### config.mk
export PLATFORM = sky130hd
export DESIGN_NAME = trig_dma_channel
export DESIGN_NICKNAME = d
export VERILOG_FILES = /design/src/rtl/trig_dma_channel.sv
export SDC_FILE = /design/constraint.sdc
export NUM_CORES = 1
export LEC_CHECK = 0
export BUFFER_PORTS_ARGS = -buffer_cell sky130_fd_sc_hd__buf_2
export CORE_UTILIZATION = 55
export CTS_CLUSTER_DIAMETER = 150
export CTS_CLUSTER_SIZE = 12
export DETAILED_ROUTE_END_ITERATION = 16
export GPL_ROUTABILITY_DRIVEN = 0
export PLACE_DENSITY = 0.76
export SYNTH_ARGS = -nofsm -noshare
export SYNTH_HDL_FRONTEND = slang
export SYNTH_SLANG_ARGS = --single-unit
### constraint.sdc
create_clock -name clk -period 4.65 [get_ports clk]
set_clock_uncertainty 0.05 [all_clocks]
set_input_delay 0.465 -clock clk [delete_from_list [all_inputs] [get_ports clk]]
set_output_delay 0.465 -clock clk [all_outputs]
set_load 0.1 [all_outputs]
### src/rtl/trig_dma_channel.sv
module trig_dma_channel #(
  parameter int AW = 32,
  parameter int DW = 32,
  parameter int CW = 24
) (
  input  logic          clk,
  input  logic          rst_n,
  input  logic          cfg_we,
  input  logic [2:0]    cfg_addr,
  input  logic [DW-1:0] cfg_wdata,
  output logic [DW-1:0] cfg_rdata,
  input  logic          trig_in,
  output logic          bus_req,
  output logic          bus_we,
  output logic [AW-1:0] bus_addr,
  output logic [1:0]    bus_size,
  output logic [DW-1:0] bus_wdata,
  input  logic [DW-1:0] bus_rdata,
  input  logic          bus_ready,
  output logic          irq_done
);
  localparam logic [2:0] A_SRC = 3'd0, A_DST = 3'd1, A_CNT = 3'd2, A_MODE = 3'd3,
                         A_EN = 3'd4, A_FLAG = 3'd5, A_DONE = 3'd6;

  typedef enum logic [1:0] {S_IDLE, S_RD, S_WR} st_t;

  st_t           st_q;
  logic [AW-1:0] src_q, dst_q, step;
  logic [CW-1:0] cnt_q;
  logic [1:0]    size_q, smode_q, dmode_q;
  logic          en_q, flag_q, done_q;
  logic [DW-1:0] data_q;
  logic          unused_bits;

  wire locked  = en_q || (st_q != S_IDLE);
  wire cfg_ok  = cfg_we && !locked;
  wire start   = (st_q == S_IDLE) && en_q && flag_q;
  wire rd_done = (st_q == S_RD) && bus_ready;
  wire wr_done = (st_q == S_WR) && bus_ready;
  wire last    = wr_done && (cnt_q == CW'(1));

  assign unused_bits = ^cfg_wdata;

  assign step = {{(AW-3){1'b0}}, (size_q == 2'd0) ? 3'd1 : (size_q == 2'd1) ? 3'd2 : 3'd4};

  function automatic logic [AW-1:0] moved(input logic [AW-1:0] a, input logic [1:0] m,
                                          input logic [AW-1:0] s);
    case (m)
      2'b00:   moved = a;
      2'b01:   moved = a - s;
      default: moved = a + s;
    endcase
  endfunction

  always_ff @(posedge clk) begin
    if (!rst_n) begin
      st_q <= S_IDLE;
      data_q <= '0;
    end else begin
      case (st_q)
        S_IDLE: if (start) st_q <= S_RD;
        S_RD: if (bus_ready) begin
          data_q <= bus_rdata;
          st_q <= S_WR;
        end
        default: if (bus_ready) st_q <= S_IDLE;
      endcase
    end
  end

  always_ff @(posedge clk) begin
    if (!rst_n) begin
      src_q <= '0;
      dst_q <= '0;
      cnt_q <= '0;
      size_q <= '0;
      smode_q <= '0;
      dmode_q <= '0;
    end else if (wr_done) begin
      src_q <= moved(src_q, smode_q, step);
      dst_q <= moved(dst_q, dmode_q, step);
      cnt_q <= cnt_q - CW'(1);
    end else if (cfg_ok) begin
      case (cfg_addr)
        A_SRC: src_q <= cfg_wdata[AW-1:0];
        A_DST: dst_q <= cfg_wdata[AW-1:0];
        A_CNT: cnt_q <= cfg_wdata[CW-1:0];
        A_MODE: begin
          size_q  <= cfg_wdata[1:0];
          smode_q <= cfg_wdata[5:4];
          dmode_q <= cfg_wdata[9:8];
        end
        default: ;
      endcase
    end
  end

  always_ff @(posedge clk) begin
    if (!rst_n) begin
      en_q <= 1'b0;
      flag_q <= 1'b0;
      done_q <= 1'b0;
    end else begin
      if (last) en_q <= 1'b0;
      else if (cfg_we && cfg_addr == A_EN) en_q <= cfg_wdata[0] && (cnt_q != '0);

      if (trig_in && en_q) flag_q <= 1'b1;
      else if (start || (cfg_we && cfg_addr == A_FLAG && cfg_wdata[0])) flag_q <= 1'b0;

      if (last) done_q <= 1'b1;
      else if (cfg_we && cfg_addr == A_DONE && cfg_wdata[0]) done_q <= 1'b0;
    end
  end

  always_comb begin
    case (cfg_addr)
      A_SRC:   cfg_rdata = DW'(src_q);
      A_DST:   cfg_rdata = DW'(dst_q);
      A_CNT:   cfg_rdata = DW'(cnt_q);
      A_MODE:  cfg_rdata = DW'({dmode_q, 2'b00, smode_q, 2'b00, size_q});
      A_EN:    cfg_rdata = DW'(en_q);
      A_FLAG:  cfg_rdata = DW'(flag_q);
      A_DONE:  cfg_rdata = DW'(done_q);
      default: cfg_rdata = '0;
    endcase
  end

  assign bus_req   = st_q != S_IDLE;
  assign bus_we    = st_q == S_WR;
  assign bus_addr  = (st_q == S_WR) ? dst_q : src_q;
  assign bus_size  = size_q;
  assign bus_wdata = data_q;
  assign irq_done  = done_q;


  src_locked_chk: assert property (@(posedge clk) disable iff (!rst_n)
    (en_q && st_q == S_IDLE && cfg_we && cfg_addr == A_SRC) |=> $stable(src_q));


  flag_taken_chk: assert property (@(posedge clk) disable iff (!rst_n)
    (start && !trig_in) |=> !flag_q);


  phase_hold_chk: assert property (@(posedge clk) disable iff (!rst_n)
    (bus_req && !bus_ready) |=> (bus_req && $stable(bus_addr) && $stable(bus_we)));


  read_then_write_chk: assert property (@(posedge clk) disable iff (!rst_n)
    (bus_req && !bus_we && bus_ready) |=> (bus_req && bus_we));


  self_disable_chk: assert property (@(posedge clk) disable iff (!rst_n)
    last |=> (!en_q && cnt_q == '0));


  done_at_zero_chk: assert property (@(posedge clk) disable iff (!rst_n)
    $rose(done_q) |-> (cnt_q == '0));


  idle_when_off_chk: assert property (@(posedge clk) disable iff (!rst_n)
    (!en_q && !bus_req) |=> !bus_req);
endmodule

**Word level (Yosys, flattened, before mapping)**

Cells that the tools add are included.

- Logic and storage cells: 93
- Output and inout port bits: 101
- Bits in registers: 131

- Multiplexer cells: 23
- Reduce and logical (&&, ||, !) cells: 36
- Bitwise logic cells: 2
- Equality and inequality tests: 16
- Add/subtract/negate cells: 5

Operators with widths:

| kind | count |
|---|---|
| two-way mux 32 bit | 7 |
| one-hot mux 32 bit (7 select lines) | 1 |
| one-hot mux 32 bit (2 select lines) | 2 |
| two-way mux 24 bit | 3 |
| adder 32 x 3 -> 32 bit | 2 |
| subtractor 32 x 3 -> 32 bit | 2 |
| equality test 24 x 1 -> 1 bit (second input constant) | 1 |
| nonzero test 24 bit | 1 |
| subtractor 24 x 1 -> 24 bit (second input constant) | 1 |
| nonzero test 2 bit | 8 |
| logical AND 1 bit | 12 |
| AND reduction 3 bit | 4 |
| equality test 3 bit (second input constant) | 3 |
| equality test 2 x 1 -> 1 bit (second input constant) | 4 |
| zero test 2 bit | 4 |
| != test 2 bit (second input constant) | 4 |
| equality test 3 x 2 -> 1 bit (second input constant) | 2 |
| two-way mux 2 bit | 3 |
| two-way mux 3 bit | 2 |
| two-way mux 1 bit | 4 |
| one-hot mux 2 bit (2 select lines) | 1 |
| AND reduction 2 bit | 2 |
| equality test 3 x 1 -> 1 bit (second input constant) | 1 |
| zero test 3 bit | 1 |
| other kinds (5) | 7 |

**Depth between registers and ports, before layout**

- Depth in word-level cells: 6
- Mapped depth: 13
- Mapped depth without buffers: 13

**Worst setup path before layout**

Ideal clock, no wire load.

- Kind: flip-flop to output port
- From: register st_q[1]
- To: output port bus_addr[0]
- Path slack: 510 ps
- Data required time: 4,135 ps
- Data arrival time: 3,625 ps
- Stages on the path, launching flop included: 5
- Cells stage by stage: dfxtp_1 -> nor2b_1 -> clkbuf_1 -> buf_1 -> o21ai_0

- Cells in the longest elaborated chain, start to end: 2

Ends and longest elaborated chain:

| item | line | RTL |
|---|---|---|
| from (decl) | 27 | `st_t st_q;` |
| from (signal assigned) | 57 | `st_q <= S_IDLE;` |
| from (signal assigned) | 61 | `S_IDLE: if (start) st_q <= S_RD;` |
| from (signal assigned) | 64 | `st_q <= S_WR;` |
| equality test 2 bit | n/a |  |
| net bus_we | 14 | `output logic bus_we,` |
| two-way mux 32 bit | 130 | `assign bus_addr = (st_q == S_WR) ? dst_q : src_q;` |
| to (decl) | 15 | `output logic [AW-1:0] bus_addr,` |

The timed path passes the listed nets, and every way through them passes these cells.

**Worst setup path after layout**

- From: register smode_q[1]
- To: register src_q[31]

- Cells in the longest elaborated chain, start to end: 3
- Elaborated cells between the ends (all ways): 6
- Classes of those cells: 2 x eq/ne; 2 x mux; 2 x reduce/logical

Ends and longest elaborated chain:

| item | line | RTL |
|---|---|---|
| from (decl) | 30 | `logic [1:0] size_q, smode_q, dmode_q;` |
| from (signal assigned) | 90 | `smode_q <= cfg_wdata[5:4];` |
| equality test 2 x 1 -> 1 bit / zero test 2 bit (equally long branches) | 48 | `case (m)` |
| one-hot mux 32 bit (2 select lines) / != test 2 bit (equally long branches) | n/a |  |
| two-way mux 32 bit / AND reduction 3 bit (equally long branches) | n/a |  |
| to (signal assigned) | 80 | `src_q <= moved(src_q, smode_q, step);` |
| to (signal assigned) | 85 | `A_SRC: src_q <= cfg_wdata[AW-1:0];` |
| to (decl) | 28 | `logic [AW-1:0] src_q, dst_q, step;` |

Parallel ways exist; a longest one is shown, timed or not.
A chain may end at the register's enable or synchronous reset.

==> results.sh <==
export IMPL_status="finished, final reports clean"
export IMPL_tns_ps=0
export IMPL_cts_hold_buf=0
export IMPL_finalHoldViolCount=0
export IMPL_synth_top_family_by_area="compound AO/OA/AOI/OAI gates"
export IMPL_final_setup_worst_slack_ps=698
export IMPL_crit_type="flip-flop to flip-flop"
export IMPL_rsz0062_at_grt="false"
export IMPL_yosysSeqAreaShare_pct=26.9
export IMPL_fin_crit_sh_pct=85.0
export IMPL_vias=10515
export IMPL_avgSynthCellArea_sq_um=7.54
export IMPL_synth_seq_cells=131
export IMPL_synth_top_cell_area_share_pct=26.9
export IMPL_r2r_slack_ps=700
export IMPL_cp_top_family="compound AO/OA/AOI/OAI gates"
export IMPL_path_max_fanout=19
export IMPL_wire_per_inst_um=19.3
export IMPL_hpwl_um=23000
export IMPL_antenna_cells=0
export IMPL_fill_cells=1556
export IMPL_dieArea_sq_um=18200
export IMPL_setup_viol=0
export IMPL_coreArea_sq_um=17300
export IMPL_cts_num_sinks=131
export IMPL_fp_dieW_um=135
export IMPL_drv_cap=0
export IMPL_cts_buffer_depth=2
export IMPL_cts_tree="done"
export IMPL_grt_max_degree=52
export IMPL_drt_iter0_markers=947
export IMPL_synth_compound_gate_area_share_pct=26.8
export IMPL_cts_setup_buffers=0
export IMPL_syn_cell_area_sq_um=9740
export IMPL_grt_overflow_total=0
export IMPL_syn_nets=1430
export IMPL_worstMarginPinSlew_ps=1230
export IMPL_synth_xor_area_share_pct=4.50
export IMPL_p_per_area_nw_per_um2=261
export IMPL_synth_main_ff_cell="dfxtp_1"
export IMPL_cp_buffers_inverters=2
export IMPL_vias_per_cell=6.33
export IMPL_arrival_ps=4230
export IMPL_root_buffer="clkbuf_16"
export IMPL_grt_first_pass_wirelength_um=50100
export IMPL_synth_warnings=0
export IMPL_synth_area_leader_cell="dfxtp_1"
export IMPL_async_reset_ff_share_pct=0
export IMPL_ant_nets=0
export IMPL_p_leak_nw=5.15
export IMPL_clk_pin_slew_ps=70
export IMPL_cpPeakStageDelay_ps=540
export IMPL_final_cell_mix="nand2_1, buf_2, a21oi_1"
export IMPL_rows=48
export IMPL_start_util_pct=56.3
export IMPL_drv_slew=0
export IMPL_critPathLaunchType="flip-flop"
export IMPL_synth_edf_count=0
export IMPL_synth_cells=1292
export IMPL_crit_slowest_cell="inv_1"
export IMPL_grt_pass1_vias=9348
export IMPL_synth_cell_type_count=76
export IMPL_place_ws_ps=801
export IMPL_layout_drive_gt1_share_pct=20.3
export IMPL_slew_headroom_pct=17.8
export IMPL_end_kind="flip-flop"
export IMPL_path_cells="nand2b_1 -> inv_1 -> buf_4 -> ha_1 -> a21o_1 -> o21bai_1 -> or3_1 -> a31o_2 -> a221oi_2 -> o41a_1 -> xnor2_1 -> a32o_1"
export IMPL_area_growth_syn_to_layout_pct=16.3
export IMPL_cts_resized=0
export IMPL_nets=1561
export IMPL_synthTopCellsByArea="dfxtp_1, ha_1, a21oi_1"
export IMPL_yosys_mux_area_fraction_pct=8.47
export IMPL_synth_simple_area_share_pct=20.8
export IMPL_layout_commonest_cell="nand2_1"
export IMPL_port_buffers=172
export IMPL_htreeDepth=4
export IMPL_maxClockFrequency_ghz=0.253
export IMPL_cts_buffers=17
export IMPL_antenna_found_initial=0
export IMPL_insertion_delay_ps=440
export IMPL_min_path_type="primary input to flip-flop"
export IMPL_wl_um=32100
export IMPL_synth_adder_area_share_pct=8.63
export IMPL_grt_usage_pct=35.1
export IMPL_io_pins=173
export IMPL_remaining_drc_errors=0
export IMPL_required_ps=4930
export IMPL_vdd_drop_max_v=0.000268
export IMPL_dr_pass1_iters=5
export IMPL_period_minus_slack_ps=3950
export IMPL_die_h_um=135
-- sequential cells by signal, indices dropped and copies added (netlist names) --
signal,flops
bus_wdata,32
dst_q,32
src_q,32
cnt_q,24
bus_size,2
dmode_q,2
smode_q,2
st_q,2
en_q,1
flag_q,1
irq_done,1
-- cells by family (layout without fill, tap and decap cells) --
kind of cell / Yosys count / in the layout
AND/OR/NAND/NOR: 455 / 455
buffers and inverters: 100 / 244
adder cells (fa/ha/maj): 66 / 66
multiplexers: 72 / 72
AO/OA/AOI/OAI: 418 / 418
flip-flops: 131 / 131
XOR/XNOR: 50 / 50
-- cell usage after synthesis, types with 13 or more instances --
library cell and n:
nand2_1 181, a21oi_1 156, nor2_1 138, dfxtp_1 131, o21ai_0 81, clkbuf_1 73, ha_1 64, a31oi_1 40
mux2i_1 34, mux2_2 33, xnor2_1 30, nand3_1 27, a21o_1 25, o211ai_1 22, nor3_1 20, xor2_1 20
inv_1 18, a211oi_1 13, and3_1 13, nand4_1 13
-- worst paths after layout --
| path | start | to | depth (start not counted) |
|---|---|---|---|
| worst min register to register | bus_wdata[13] | bus_wdata[13] | 2 |
| worst max-delay path | smode_q[1] | src_q[31] | 12 |
| worst min-delay path | bus_rdata[21] | bus_wdata[21] | 3 |
| worst max register to register | smode_q[1] | src_q[31] | 12 |
-- metal layers --
layer / share of wire [%] / global-route usage (%) / wire (um)
met3: 9.5 / 5.89 / 3050
met2: 45 / 55.8 / 14500
met4: 2.6 / 13.4 / 850
met5: 0 / 0 / 0
met1: 43 / 47.4 / 13700
-- metrics by stage --
stage	utilization (%)	area [sq um]	power [mW]	cells	hold slack, ps
floorplan	-	9740	1.50	1292	417
global placement	62.2	10800	1.62	1629	389
detailed placement	62.2	10800	1.63	1629	394
CTS	65.5	11300	2.95	1661	205
global route	65.5	11300	3.05	1661	206
finish	65.5	11300	2.95	1661	211
-- report_power, final --
group	internal, mW	total, mW	switching (mW)
combinational	0.131	0.437	0.305
clock	0.716	1.34	0.624
sequential	1.15	1.18	0.0316
-- worst register-to-register path, cell delays in order (launching register included) --
cell and delay [ps]:
dfxtp_1 360, nand2b_1 240, inv_1 540, buf_4 320
ha_1 330, a21o_1 230, o21bai_1 170, or3_1 350
a31o_2 240, a221oi_2 490, o41a_1 250, xnor2_1 80
a32o_1 210
-- layout make-up --
cell class / instances / area, sq um / area share, %
well taps: 225 / 282 / 2.48
clock inverters: 15 / 151 / 1.34
flip-flops and latches: 131 / 2620 / 23.1
multi-input cells: 1061 / 6760 / 59.7
clock buffers: 17 / 425 / 3.75
inverters: 19 / 71.3 / 0.629
repair buffers: 193 / 1020 / 8.99
Power figures use the tool's default switching activity.
